<file path="config.mk">
export PLATFORM = sky130hd
export DESIGN_NAME = i2c_bus_flags
export DESIGN_NICKNAME = d
export VERILOG_FILES = /design/src/rtl/i2c_flags_pkg.sv /design/src/rtl/i2c_line_sync.sv /design/src/rtl/i2c_frame_pos.sv /design/src/rtl/i2c_flag_core.sv /design/src/rtl/i2c_bus_flags.sv
export SDC_FILE = /design/constraint.sdc
export NUM_CORES = 1
export LEC_CHECK = 0
export BUFFER_PORTS_ARGS = -buffer_cell sky130_fd_sc_hd__buf_4
export CORE_MARGIN = 2
export CORE_UTILIZATION = 51
export CTS_BUF_LIST = sky130_fd_sc_hd__clkbuf_8
export DETAILED_ROUTE_END_ITERATION = 7
export HOLD_SLACK_MARGIN = 0.06
export PLACE_DENSITY = 0.87
export RECOVER_POWER = 50
export SLEW_MARGIN = 20
export SYNTH_ARGS = -nofsm -noshare
export SYNTH_HDL_FRONTEND = slang
export SYNTH_SLANG_ARGS = --single-unit
</file>
<file path="constraint.sdc">
create_clock -name clk -period 4.5 [get_ports clk]
set_clock_uncertainty 0.1 [all_clocks]
set_input_delay 1.125 -clock clk [delete_from_list [all_inputs] [get_ports clk]]
set_output_delay 1.125 -clock clk [all_outputs]
set_load 0.005 [all_outputs]
</file>
<file path="src/rtl/i2c_flags_pkg.sv">
package i2c_flags_pkg;

    localparam int ARLO_POS = 2;
    localparam int BERR_POS = 1;
    localparam int GCAL_POS = 0;

    typedef struct packed {
        logic start;
        logic stop;
        logic scl_rise;
        logic sda_lvl;
    } bus_evt_t;

    typedef struct packed {
        logic arlo;
        logic berr;
        logic gcal;
        logic master;
    } flag_state_t;

endpackage

</file>
<file path="src/rtl/i2c_line_sync.sv">
module i2c_line_sync
    import i2c_flags_pkg::*;
#(
    parameter int STAGES = 2
) (
    input  logic     clk,
    input  logic     rst_n,
    input  logic     scl_in,
    input  logic     sda_in,
    output bus_evt_t evt
);

    typedef struct packed {
        logic [STAGES-1:0] scl_sh;
        logic [STAGES-1:0] sda_sh;
        logic              scl_prev;
        logic              sda_prev;
    } sync_t;

    sync_t q, d;
    logic  scl_s, sda_s;

    assign scl_s = q.scl_sh[STAGES-1];
    assign sda_s = q.sda_sh[STAGES-1];

    always_comb begin
        d          = q;
        d.scl_sh   = {q.scl_sh[STAGES-2:0], scl_in};
        d.sda_sh   = {q.sda_sh[STAGES-2:0], sda_in};
        d.scl_prev = scl_s;
        d.sda_prev = sda_s;
    end

    always_ff @(posedge clk or negedge rst_n) begin
        if (!rst_n) q <= '1;
        else        q <= d;
    end

    always_comb begin
        evt.start    = q.scl_prev & scl_s & q.sda_prev & ~sda_s;
        evt.stop     = q.scl_prev & scl_s & ~q.sda_prev & sda_s;
        evt.scl_rise = ~q.scl_prev & scl_s;
        evt.sda_lvl  = sda_s;
    end

endmodule

</file>
<file path="src/rtl/i2c_frame_pos.sv">
module i2c_frame_pos
    import i2c_flags_pkg::*;
#(
    parameter int BYTE_BITS = 8
) (
    input  logic     clk,
    input  logic     rst_n,
    input  logic     pe,
    input  bus_evt_t evt,
    output logic     misplaced
);

    localparam int SLOTS = BYTE_BITS + 1;
    localparam int CW    = $clog2(SLOTS + 1);

    typedef struct packed {
        logic          busy;
        logic [CW-1:0] cnt;
    } pos_t;

    pos_t q, d;

    always_comb begin
        d = q;
        if (!pe) begin
            d = '0;
        end else if (evt.start) begin
            d.busy = 1'b1;
            d.cnt  = '0;
        end else if (evt.stop) begin
            d = '0;
        end else if (evt.scl_rise && q.busy) begin
            d.cnt = (q.cnt == CW'(SLOTS)) ? CW'(1) : q.cnt + CW'(1);
        end
    end

    always_ff @(posedge clk or negedge rst_n) begin
        if (!rst_n) q <= '0;
        else        q <= d;
    end

    assign misplaced = pe & q.busy & (q.cnt >= CW'(2)) & (evt.start | evt.stop);

endmodule

</file>
<file path="src/rtl/i2c_flag_core.sv">
module i2c_flag_core
    import i2c_flags_pkg::*;
#(
    parameter int          AW      = 8,
    parameter logic [AW-1:0] GC_ADDR = '0
) (
    input  logic          clk,
    input  logic          rst_n,
    input  logic          pe,
    input  logic          engc,
    input  bus_evt_t      evt,
    input  logic          misplaced,
    input  logic          mst_tx,
    input  logic          drive_bit,
    input  logic          master_req,
    input  logic          master_rel,
    input  logic          addr_done,
    input  logic [AW-1:0] addr_byte,
    input  logic          sr2_read,
    output flag_state_t   st
);

    flag_state_t q, d;
    logic        arb_lost, gc_hit;

    assign arb_lost = q.master & mst_tx & drive_bit & evt.scl_rise & ~evt.sda_lvl;
    assign gc_hit   = addr_done & engc & (addr_byte == GC_ADDR);

    always_comb begin
        d = q;
        if (sr2_read) begin
            d.arlo = 1'b0;
            d.berr = 1'b0;
        end
        if (arb_lost)   d.arlo = 1'b1;
        if (misplaced)  d.berr = 1'b1;
        if (evt.stop)   d.gcal = 1'b0;
        if (gc_hit)     d.gcal = 1'b1;
        if (master_rel) d.master = 1'b0;
        if (master_req) d.master = 1'b1;
        if (arb_lost)   d.master = 1'b0;
        if (!pe)        d = '0;
    end

    always_ff @(posedge clk or negedge rst_n) begin
        if (!rst_n) q <= '0;
        else        q <= d;
    end

    assign st = q;

endmodule

</file>
<file path="src/rtl/i2c_bus_flags.sv">
module i2c_bus_flags
    import i2c_flags_pkg::*;
#(
    parameter int SYNC_STAGES = 2,
    parameter int BYTE_BITS   = 8,
    parameter int SR_W        = 8
) (
    input  logic                 clk,
    input  logic                 rst_n,
    input  logic                 scl_in,
    input  logic                 sda_in,
    input  logic                 pe,
    input  logic                 ite,
    input  logic                 engc,
    input  logic                 mst_tx,
    input  logic                 drive_bit,
    input  logic                 master_req,
    input  logic                 master_rel,
    input  logic                 addr_done,
    input  logic [BYTE_BITS-1:0] addr_byte,
    input  logic                 sr2_read,
    output logic [SR_W-1:0]      sr2,
    output logic                 irq,
    output logic                 master_mode,
    output logic                 scl_release
);

    bus_evt_t    evt;
    logic        misplaced;
    flag_state_t st;
    logic        stop_seen;

    i2c_line_sync #(.STAGES(SYNC_STAGES)) u_sync (
        .clk    (clk),
        .rst_n  (rst_n),
        .scl_in (scl_in),
        .sda_in (sda_in),
        .evt    (evt)
    );

    i2c_frame_pos #(.BYTE_BITS(BYTE_BITS)) u_pos (
        .clk       (clk),
        .rst_n     (rst_n),
        .pe        (pe),
        .evt       (evt),
        .misplaced (misplaced)
    );

    i2c_flag_core #(.AW(BYTE_BITS), .GC_ADDR('0)) u_core (
        .clk        (clk),
        .rst_n      (rst_n),
        .pe         (pe),
        .engc       (engc),
        .evt        (evt),
        .misplaced  (misplaced),
        .mst_tx     (mst_tx),
        .drive_bit  (drive_bit),
        .master_req (master_req),
        .master_rel (master_rel),
        .addr_done  (addr_done),
        .addr_byte  (addr_byte),
        .sr2_read   (sr2_read),
        .st         (st)
    );

    assign stop_seen = evt.stop;

    always_comb begin
        sr2           = '0;
        sr2[ARLO_POS] = st.arlo;
        sr2[BERR_POS] = st.berr;
        sr2[GCAL_POS] = st.gcal;
    end

    assign irq         = ite & (st.arlo | st.berr);
    assign scl_release = st.arlo | st.berr;
    assign master_mode = st.master;

endmodule

</file>
==> out/qor.yml <==
rsz0062_at_grt: "false"
synth_top_cell_area_share: 0.3158
yosysUniqueCellTypes: 27
antenna_found_initial: 0
ctsResizeCount: 0
final_core_util: 0.7279
met1_usage: 0.2237
io_buffers: 26
max_slew_margin: 0.5014
grt_usage: 0.1984
post-route-period-util: 0.6009
cp.arrival_ps: 1480
switchingPower_w: 0.00005977
maxCapViolations: 0
grt_pass1_vias: 495
post_dp_cell_area_um2: 904.6
hold_slack_ps: 261.6
synth_edf_count: 0
start_util: 0.5481
finalInstanceArea_um2: 947.2
gp_congestion: 0.7460
finalNetCount: 116
slew_violations: 0
root_buffer: "clkbuf_8"
switching_share: 0.2155
die_w_um: 41.40
die_h_um: 41.40
dp.final_hpwl_um: 1126
avgSynthCellArea_um2: 10.97
io_pins: 32
wl_per_cell_um: 13.02
use_met3: 0.04787
fillers: 97
setup_viol_count_final: 0
async_flop_share: 1.000
hold_violations: 0
critPathLaunchType: "input port"
die-area_um2: 1714
num_antenna_cells: 0
synth_seq_cells: 15
core_area_um2: 1301
cts_buffers: 3
grt_max_degree: 16
irDropWorstVdd_mv: 0.2059
status: "finished, final reports clean"
worst_slew_pin_slew_ps: 747.9
hold_path_class: "reg -> reg"
clockBufferDepth: 2
synth_largest_area_cell: "dfrtp_1"
path_clk_slew_ps: 60
period_minus_slack_ps: 2704
cp_max_fo: 1
drcViolationCount: 0
vias_per_cell: 5.248
setup-tns-final_ps: 0
synthFlopType: "dfrtp_1"
synth_top_cells_by_area: "dfrtp_1 32%, dfstp_2 22%, buf_4 5.3%"
drtIter0Drc: 11
fmax_mhz: 369.8
cp_data_required_time_ps: 3270
cts_tree: "built"
clock-sinks: 15
firstDrtPassIters: 4
postRouteAntennaNets: 0
seq_power_share: 0.527
htreeDepth: 1
row_count: 13
worstSetupPathType: "in -> out"
combPwrFrac: 0.091
ys_seq_area_frac: 0.5368
ys_warn_count: 0
powerDensity_nw_per_um2: 292.8
clk_latency_ps: 240
vias: 572
drive_gt1_frac: 0.4043
grt_pass1_wl_um: 2145
grt_overflow: 0
p_leak_nw: 0.4509
wirelength_um: 1419
grt_busiest_layer: "met2"
crit_path_end_kind: "output pin"
grt_use_met2: 0.3594
post_cts_buffers: 0
clockPowerShare: 0.382
netlist_area_um2: 713.2
p_int_w: 0.0002176
cts_hold_buf: 0
area_growth_pct: 32.81
synthCells: 65
==> synthesized netlist by cell type, types with 2 or more instances <==
| master | n |
|---|---|
| or2_2 | 2 |
| dfstp_2 | 6 |
| o21ai_0 | 5 |
| nor2_1 | 2 |
| dfrtp_1 | 9 |
| a31oi_1 | 3 |
| buf_4 | 5 |
| nor2b_1 | 5 |
| and2_1 | 2 |
| a21oi_1 | 3 |
| nand4b_1 | 2 |
| nand2_1 | 3 |
| or3_2 | 2 |
| inv_1 | 3 |
==> final cells by class <==
class	count	area (um^2)	share of cell area
Sequential cell	15	382.9	0.4042
Multi-Input combinational cell	46	296.5	0.3131
Timing Repair Buffer	26	191.4	0.2021
Clock buffer	3	41.29	0.04359
Tap cell	15	18.77	0.01982
Inverter	3	11.26	0.01189
Clock inverter	1	5.005	0.005284
==> power groups by stage <==
stage / clock network (W) / logic (W) / registers (W)
2_1_floorplan: 0 / 0.0000105 / 0.000147
3_3_place_gp: 0 / 0.0000249 / 0.000148
3_5_place_dp: 0 / 0.0000257 / 0.000149
4_1_cts: 0.000107 / 0.0000259 / 0.000147
5_1_grt: 0.000113 / 0.0000283 / 0.000147
6_report: 0.000106 / 0.0000252 / 0.000146
==> worst max-delay path, stage by stage <==
cell and delay [ps]:
buf_4 100, and2_1 120, buf_4 130
==> path summary, 6_finish.rpt <==
check	startpoint	end	slack [ps]	cells after the start
max	ite	irq	1800	3
min	u_sync.d[5]	u_sync.d[1]	260	0
max reg2reg	u_sync.d[1]	u_pos.q[3]	2830	3
min reg2reg	u_sync.d[5]	u_sync.d[1]	260	0
max in group asynchronous	rst_n	u_pos.q[0]	3010	1
min in group asynchronous	rst_n	u_core.st[3]	820	1
==> through the flow <==
stage | total power (W) | worst slack, ps | cells
after floorplan | 0.0001578 | 2025 | 69
after global placement | 0.0001729 | 1802 | 105
after detailed placement | 0.0001743 | 1797 | 105
after CTS | 0.0002797 | 1797 | 109
after global routing | 0.0002877 | 1786 | 109
final | 0.0002773 | 1796 | 109
==> state kept, by name, indices dropped and copies added (netlist names) <==
| signal | count |
|---|---|
| u_pos.q | 5 |
| u_core.st | 4 |
| u_sync.d | 3 |
| u_sync.q | 2 |
| u_sync.evt | 1 |
==> cell usage in the layout (no fill, tap or decap), types with 2 or more instances in the layout <==
master	Yosys	final
nand2_1	3	3
nand4b_1	2	2
nor2_1	2	2
clkbuf_8	0	3
o21ai_0	5	5
or3_2	2	2
conb_1	1	5
nor2b_1	5	5
a31oi_1	3	3
and2_1	2	2
a21oi_1	3	3
dfrtp_1	9	9
inv_1	3	3
buf_4	5	25
dfstp_2	6	4
or2_2	2	2
dfstp_1	0	2
==> cell families (layout without fill, tap and decap cells) <==
logic type / count (synthesis) / after routing / share of synthesized area
other cells: 1 / 5 / 0.005258
flops: 15 / 15 / 0.5368
buf+inv: 8 / 33 / 0.06843
xor+xnor: 1 / 1 / 0.01228
compound gates: 16 / 16 / 0.1386
simple gates: 24 / 24 / 0.2386
==> routing by layer <==
| metal | up-vias | share of wire |
|---|---|---|
| met4 | 0 | 0.0085 |
| met5 | - | 0 |
| met1 | 271 | 0.44 |
| met2 | 17 | 0.51 |
| li1 | 282 | - |
| met3 | 2 | 0.042 |
Note: power is estimated with default switching activity, not from simulation.
